===== src/rtl/cfp_pkg.sv =====
package cfp_pkg;
  localparam int CFP_FIELDS  = 64;
  localparam int CFP_FIELD_W = 4;
  localparam int CFP_STRIDE  = 8;

  typedef enum logic [1:0] {
    FLAG_LT = 2'd0,
    FLAG_GT = 2'd1,
    FLAG_EQ = 2'd2,
    FLAG_SO = 2'd3
  } flag_sel_e;
endpackage


===== src/rtl/cfp_lane_select.sv =====
module cfp_lane_select #(
  parameter int NFIELDS = cfp_pkg::CFP_FIELDS,
  parameter int FIELD_W = cfp_pkg::CFP_FIELD_W,
  parameter int STRIDE  = cfp_pkg::CFP_STRIDE,
  localparam int IDX_W   = $clog2(NFIELDS),
  localparam int VL_W    = IDX_W + 1,
  localparam int GRP_W   = $clog2(NFIELDS / STRIDE),
  localparam int SHIFT   = $clog2(STRIDE),
  localparam int SEL_W   = $clog2(FIELD_W)
) (
  input  logic [NFIELDS*FIELD_W-1:0] cr_bank_i,
  input  logic [GRP_W-1:0]           group_i,
  input  logic [SEL_W-1:0]           bit_sel_i,
  input  logic                       invert_i,
  input  logic [VL_W-1:0]            vl_i,
  output logic [NFIELDS-1:0]         mask_o
);
  localparam logic [SEL_W-1:0] TOP_BIT = SEL_W'(FIELD_W - 1);

  logic [IDX_W-1:0] base_idx;
  logic [SEL_W-1:0] flag_pos;
  cfp_pkg::flag_sel_e sel_e;

  assign sel_e    = cfp_pkg::flag_sel_e'(bit_sel_i);
  assign base_idx = IDX_W'(group_i) << SHIFT;
  assign flag_pos = TOP_BIT - SEL_W'(sel_e);

  for (genvar i = 0; i < NFIELDS; i++) begin : g_lane
    localparam logic [IDX_W-1:0] LANE_IDX = IDX_W'(i);
    localparam logic [VL_W-1:0]  LANE_VL  = VL_W'(i);
    logic [IDX_W-1:0]   fidx;
    logic [FIELD_W-1:0] fld;
    logic               flag;
    assign fidx      = base_idx + LANE_IDX;
    assign fld       = cr_bank_i[fidx*FIELD_W +: FIELD_W];
    assign flag      = fld[flag_pos] ^ invert_i;
    assign mask_o[i] = flag & (LANE_VL < vl_i);
  end
endmodule


===== src/rtl/cfp_mask_reg.sv =====
module cfp_mask_reg #(
  parameter int NFIELDS = cfp_pkg::CFP_FIELDS,
  localparam int VL_W   = $clog2(NFIELDS) + 1
) (
  input  logic               clk,
  input  logic               rst_n,
  input  logic               start_i,
  input  logic [NFIELDS-1:0] mask_i,
  input  logic [VL_W-1:0]    vl_i,
  output logic [NFIELDS-1:0] mask_q,
  output logic [VL_W-1:0]    vl_q,
  output logic               valid_q
);
  always_ff @(posedge clk) begin
    if (!rst_n) begin
      mask_q  <= '0;
      vl_q    <= '0;
      valid_q <= 1'b0;
    end else if (start_i) begin
      mask_q  <= mask_i;
      vl_q    <= vl_i;
      valid_q <= 1'b1;
    end
  end

  assert_valid_after_start_R8: assert property (@(posedge clk) disable iff (!rst_n)
    start_i |=> valid_q);
  assert_hold_between_starts_R8: assert property (@(posedge clk) disable iff (!rst_n)
    !start_i |=> $stable(mask_q) && $stable(vl_q));
endmodule


===== src/rtl/cfp_lookup.sv =====
module cfp_lookup #(
  parameter int NFIELDS = cfp_pkg::CFP_FIELDS,
  localparam int IDX_W  = $clog2(NFIELDS),
  localparam int VL_W   = IDX_W + 1
) (
  input  logic               clk,
  input  logic               rst_n,
  input  logic [NFIELDS-1:0] mask_i,
  input  logic [VL_W-1:0]    vl_i,
  input  logic [VL_W-1:0]    idx_i,
  output logic               en_o
);
  logic in_range;
  assign in_range = idx_i < vl_i;
  assign en_o     = in_range & mask_i[idx_i[IDX_W-1:0]];

  assert_lookup_gated_R9: assert property (@(posedge clk) disable iff (!rst_n)
    (idx_i >= vl_i) |-> !en_o);
endmodule


===== src/rtl/cfp_predgen.sv =====
module cfp_predgen #(
  parameter int NFIELDS = cfp_pkg::CFP_FIELDS,
  parameter int FIELD_W = cfp_pkg::CFP_FIELD_W,
  parameter int STRIDE  = cfp_pkg::CFP_STRIDE
) (
  input  logic                                  clk,
  input  logic                                  rst_n,
  input  logic                                  start,
  input  logic [$clog2(NFIELDS):0]              vl_in,
  input  logic [$clog2(NFIELDS/STRIDE)-1:0]     group_in,
  input  logic [$clog2(FIELD_W)-1:0]            bit_sel,
  input  logic                                  invert,
  input  logic [NFIELDS*FIELD_W-1:0]            cr_bank,
  output logic [NFIELDS-1:0]                    mask_out,
  output logic                                  mask_valid,
  input  logic [$clog2(NFIELDS):0]              elem_idx,
  output logic                                  elem_en
);
  localparam int VL_W = $clog2(NFIELDS) + 1;
  localparam logic [VL_W-1:0] VL_MAX = VL_W'(NFIELDS);

  logic [VL_W-1:0]    vl_sat;
  logic [VL_W-1:0]    vl_q;
  logic [NFIELDS-1:0] mask_c;

  assign vl_sat = (vl_in > VL_MAX) ? VL_MAX : vl_in;

  cfp_lane_select #(.NFIELDS(NFIELDS), .FIELD_W(FIELD_W), .STRIDE(STRIDE)) u_lanes (
    .cr_bank_i (cr_bank),
    .group_i   (group_in),
    .bit_sel_i (bit_sel),
    .invert_i  (invert),
    .vl_i      (vl_sat),
    .mask_o    (mask_c)
  );

  cfp_mask_reg #(.NFIELDS(NFIELDS)) u_hold (
    .clk     (clk),
    .rst_n   (rst_n),
    .start_i (start),
    .mask_i  (mask_c),
    .vl_i    (vl_sat),
    .mask_q  (mask_out),
    .vl_q    (vl_q),
    .valid_q (mask_valid)
  );

  cfp_lookup #(.NFIELDS(NFIELDS)) u_lookup (
    .clk   (clk),
    .rst_n (rst_n),
    .mask_i(mask_out),
    .vl_i  (vl_q),
    .idx_i (elem_idx),
    .en_o  (elem_en)
  );

  logic [NFIELDS-1:0] live_lanes;
  always_comb begin
    for (int k = 0; k < NFIELDS; k++) live_lanes[k] = (VL_W'(k) < vl_q);
  end

  assert_no_lane_past_vl_R3: assert property (@(posedge clk) disable iff (!rst_n)
    (mask_out & ~live_lanes) == '0);
  assert_vl_saturated_R6: assert property (@(posedge clk) disable iff (!rst_n)
    vl_q <= VL_MAX);
  assert_empty_vector_R7: assert property (@(posedge clk) disable iff (!rst_n)
    (start && vl_in == '0) |=> (mask_out == '0) && mask_valid);
endmodule


===== config.mk =====
export PLATFORM = sky130hd
export DESIGN_NAME = cfp_predgen
export DESIGN_NICKNAME = d
export VERILOG_FILES = /design/src/rtl/cfp_pkg.sv /design/src/rtl/cfp_lane_select.sv /design/src/rtl/cfp_mask_reg.sv /design/src/rtl/cfp_lookup.sv /design/src/rtl/cfp_predgen.sv
export SDC_FILE = /design/constraint.sdc
export NUM_CORES = 1
export LEC_CHECK = 0
export ABC_AREA = 1
export BUFFER_PORTS_ARGS = -buffer_cell sky130_fd_sc_hd__buf_2
export CAP_MARGIN = 10
export CELL_PAD_IN_SITES_DETAIL_PLACEMENT = 1
export CELL_PAD_IN_SITES_GLOBAL_PLACEMENT = 2
export CORE_MARGIN = 2
export CORE_UTILIZATION = 27
export DETAILED_ROUTE_END_ITERATION = 16
export MAX_ROUTING_LAYER = met4
export PLACE_DENSITY_LB_ADDON = 0.2
export SLEW_MARGIN = 0
export SYNTH_ARGS = -nofsm -noshare
export SYNTH_HDL_FRONTEND = slang
export SYNTH_SLANG_ARGS = --single-unit

===== constraint.sdc =====
create_clock -name clk -period 2.46 [get_ports clk]
set_input_delay 0.246 -clock clk [delete_from_list [all_inputs] [get_ports clk]]
set_output_delay 0.246 -clock clk [all_outputs]
set_load 0.005 [all_outputs]

==> flow_metrics.tcl <==
set metrics [dict create \
    run_status "finished clean" \
    grt_max_degree 97 \
    design.core.area_um2 56600 \
    final_nets 3627 \
    crit_path_cell_trace "nor2_1 -> o22ai_1 -> nand2_1 -> nand3_1 -> nand2_1 -> nand2_1 -> nand3_1 -> a21oi_1 -> buf_2" \
    fmax_mhz 453.2 \
    drt_wl_total_um 101500 \
    final_area_um2 18460 \
    placed_cell_area_um2 18110 \
    die-height_um 243.7 \
    crit_fanout 3 \
    cts_tree "built" \
    grt_antenna_before_repair 6 \
    cp-start-kind "flop" \
    slew_viol_final 0 \
    die-area_um2 59380 \
    syn2layout_area_growth_pct 19.04 \
    rows 87 \
    finalSetupTns_ns 0 \
    synth_cell_types 32 \
    holdWs_ns 0.1832 \
    cp_common_cell "nand2_1" \
    synth_area_per_cell_um2 4.973 \
    fin_cells 4106 \
    grt_pass1_wl_um 151700 \
    critPathSlowestCell "dfxtp_1" \
    grt-busiest-layer "met2" \
    synth_warnings 0 \
    routed_via_density 5.818 \
    htree_levels 3 \
    start_util 0.2740 \
    p_leak_nw 9.197 \
    hold_viol 0 \
    post_cts_resize_count 0 \
    cpPeakStageDelay_ns 0.54 \
    peakVddDrop_uv 341.8 \
    cts_buffer_depth 2 \
    syn_inst 3119 \
    endpoint_kind "output port" \
    min_period_ns 2.206 \
    place_congestion 1.041 \
    route.antenna.remaining_nets 0 \
    vias 23890 \
    path_clk_slew_ns 0.08 \
    timing.slew.headroom 0.4296 \
    setup_viol 0 \
    cap_violations 0 \
    skew_ns 0 \
    use_met1 0.3840 \
    cts-buffers-inserted 9 \
    clk_latency_ns 0.36 \
    synthTopCellsByArea "nand3_1 (44%), nand2_1 (26%), dfxtp_1 (9.3%)" \
    critPathKind "flop to output port" \
    ys_ff_latch 72 \
    power_w 0.007590 \
    grt_usage 0.3429 \
    synth_top_area_share 0.4408 \
    cts_hold_buf 0 \
    placed_cells 4085 \
    synth_nets 3406 \
    met2_usage 0.5808 \
    grt_pass1_vias 24330 \
    cp.required_ns 2.21 \
    cts_sinks 72 \
    postCtsSetupBuffers 0 \
    rsz0062_at_grt "false" \
    drive_gt1_frac 0.1567 \
    fp.dieW_um 243.7 \
    p_per_area_nw_per_um2 411.1 \
    use_met3 0.03470 \
    hold_path.class "input pin to flop" \
    cts-root-buf "clkbuf_16" \
    drt_iter0_drc 1746 \
    io_pins 345 \
    critPathArrivalTime_ns 1.96 \
    synth_area_leader_cell "nand3_1" \
    min_period_over_period 0.8969 \
    drt-wirelength-per-cell_um 24.72 \
    drcViolationCount 0 \
    worst_pin_slew_ns 0.8556 \
    syn_area_um2 15510 \
    first_pass_iters 6 \
    synth-seq-area-share 0.09293 \
    overflow 0 \
    io_buffers 344 \
    dpl.hpwl_um 80990 \
]
-- cell usage after synthesis (all sizes together) --
library cell     n
clkinv           1
nand4            2
a41oi            1
a21oi          112
nand3b           6
nor4             2
a31oi            1
ha               8
o22ai           14
o21ai           50
nand2         1126
o211ai           1
buf            193
nand3         1366
inv             51
a211oi           1
nor2            59
clkbuf          53
dfxtp           72
-- final cells by class --
type,instances,area (µm²)
Fill cell,8031,38140
Multi-Input combinational cell,2749,12510
Timing Repair Buffer,456,2999
Sequential cell,72,1441
Tap cell,756,945.9
Clock buffer,10,229.0
Inverter,52,209.0
Clock inverter,6,115.1
Antenna cell,5,12.51
-- layout by cell type, fill, tap and decap left out, types with 34 or more instances in the layout --
cell / instances
nand3_1: 1366
nand2_1: 1091
buf_2: 341
a21oi_1: 111
buf_4: 80
dfxtp_1: 72
nor2_1: 57
o21ai_0: 48
inv_1: 38
nand2_2: 35
buf_12: 34
-- metrics by stage --
stage,worst slack [ns],utilization
2_1_floorplan,0.3677,-
3_3_place_gp,0.09916,0.3199
3_5_place_dp,0.08959,0.3199
4_1_cts,0.3044,0.3260
5_1_grt,0.1669,0.3261
6_report,0.2536,0.3262
-- power breakdown --
group          internal (W)  leakage, nW  switching (W)  total (W)
registers           0.00126        0.592       0.000106    0.00136
clock network       0.00100        0.164       0.000625    0.00163
logic               0.00147         8.44        0.00313    0.00460
-- worst paths after layout --
| kind | start | to | slack [ns] | cells past startpoint |
|---|---|---|---|---|
| min | rst_n | u_hold.vl_q[0] | 0.18 | 3 |
| min reg2reg | u_hold.valid_q | u_hold.valid_q | 0.46 | 2 |
| max | u_hold.mask_q[28] | elem_en | 0.25 | 9 |
| max reg2reg | u_hold.mask_q[44] | u_hold.mask_q[44] | 1.50 | 3 |
-- per-layer routing --
layer	vias up	part of all wire
li1	11150	-
met1	11690	0.40
met2	837	0.48
met3	213	0.048
met4	0	0.077
met5	-	0
-- cells by family after synthesis --
group / Yosys count / synth area share
compound gates: 180 / 0.06010
fa+ha+maj: 8 / 0.006453
buf+inv: 298 / 0.1012
flops: 72 / 0.09293
simple gates: 2561 / 0.7393
-- sequential cells by signal, indices dropped and copies added, names as in the netlist --
signal          cells
u_hold.vl_q         7
u_hold.valid_q      1
u_hold.mask_q      64
-- critical path: cells and delay by family, from the launching register on --
family / cells / cell delay, ns
simple gates: 6 / 0.53
flops: 1 / 0.54
buf+inv: 1 / 0.13
compound gates: 2 / 0.38
Note: power is estimated with default switching activity, not from simulation.
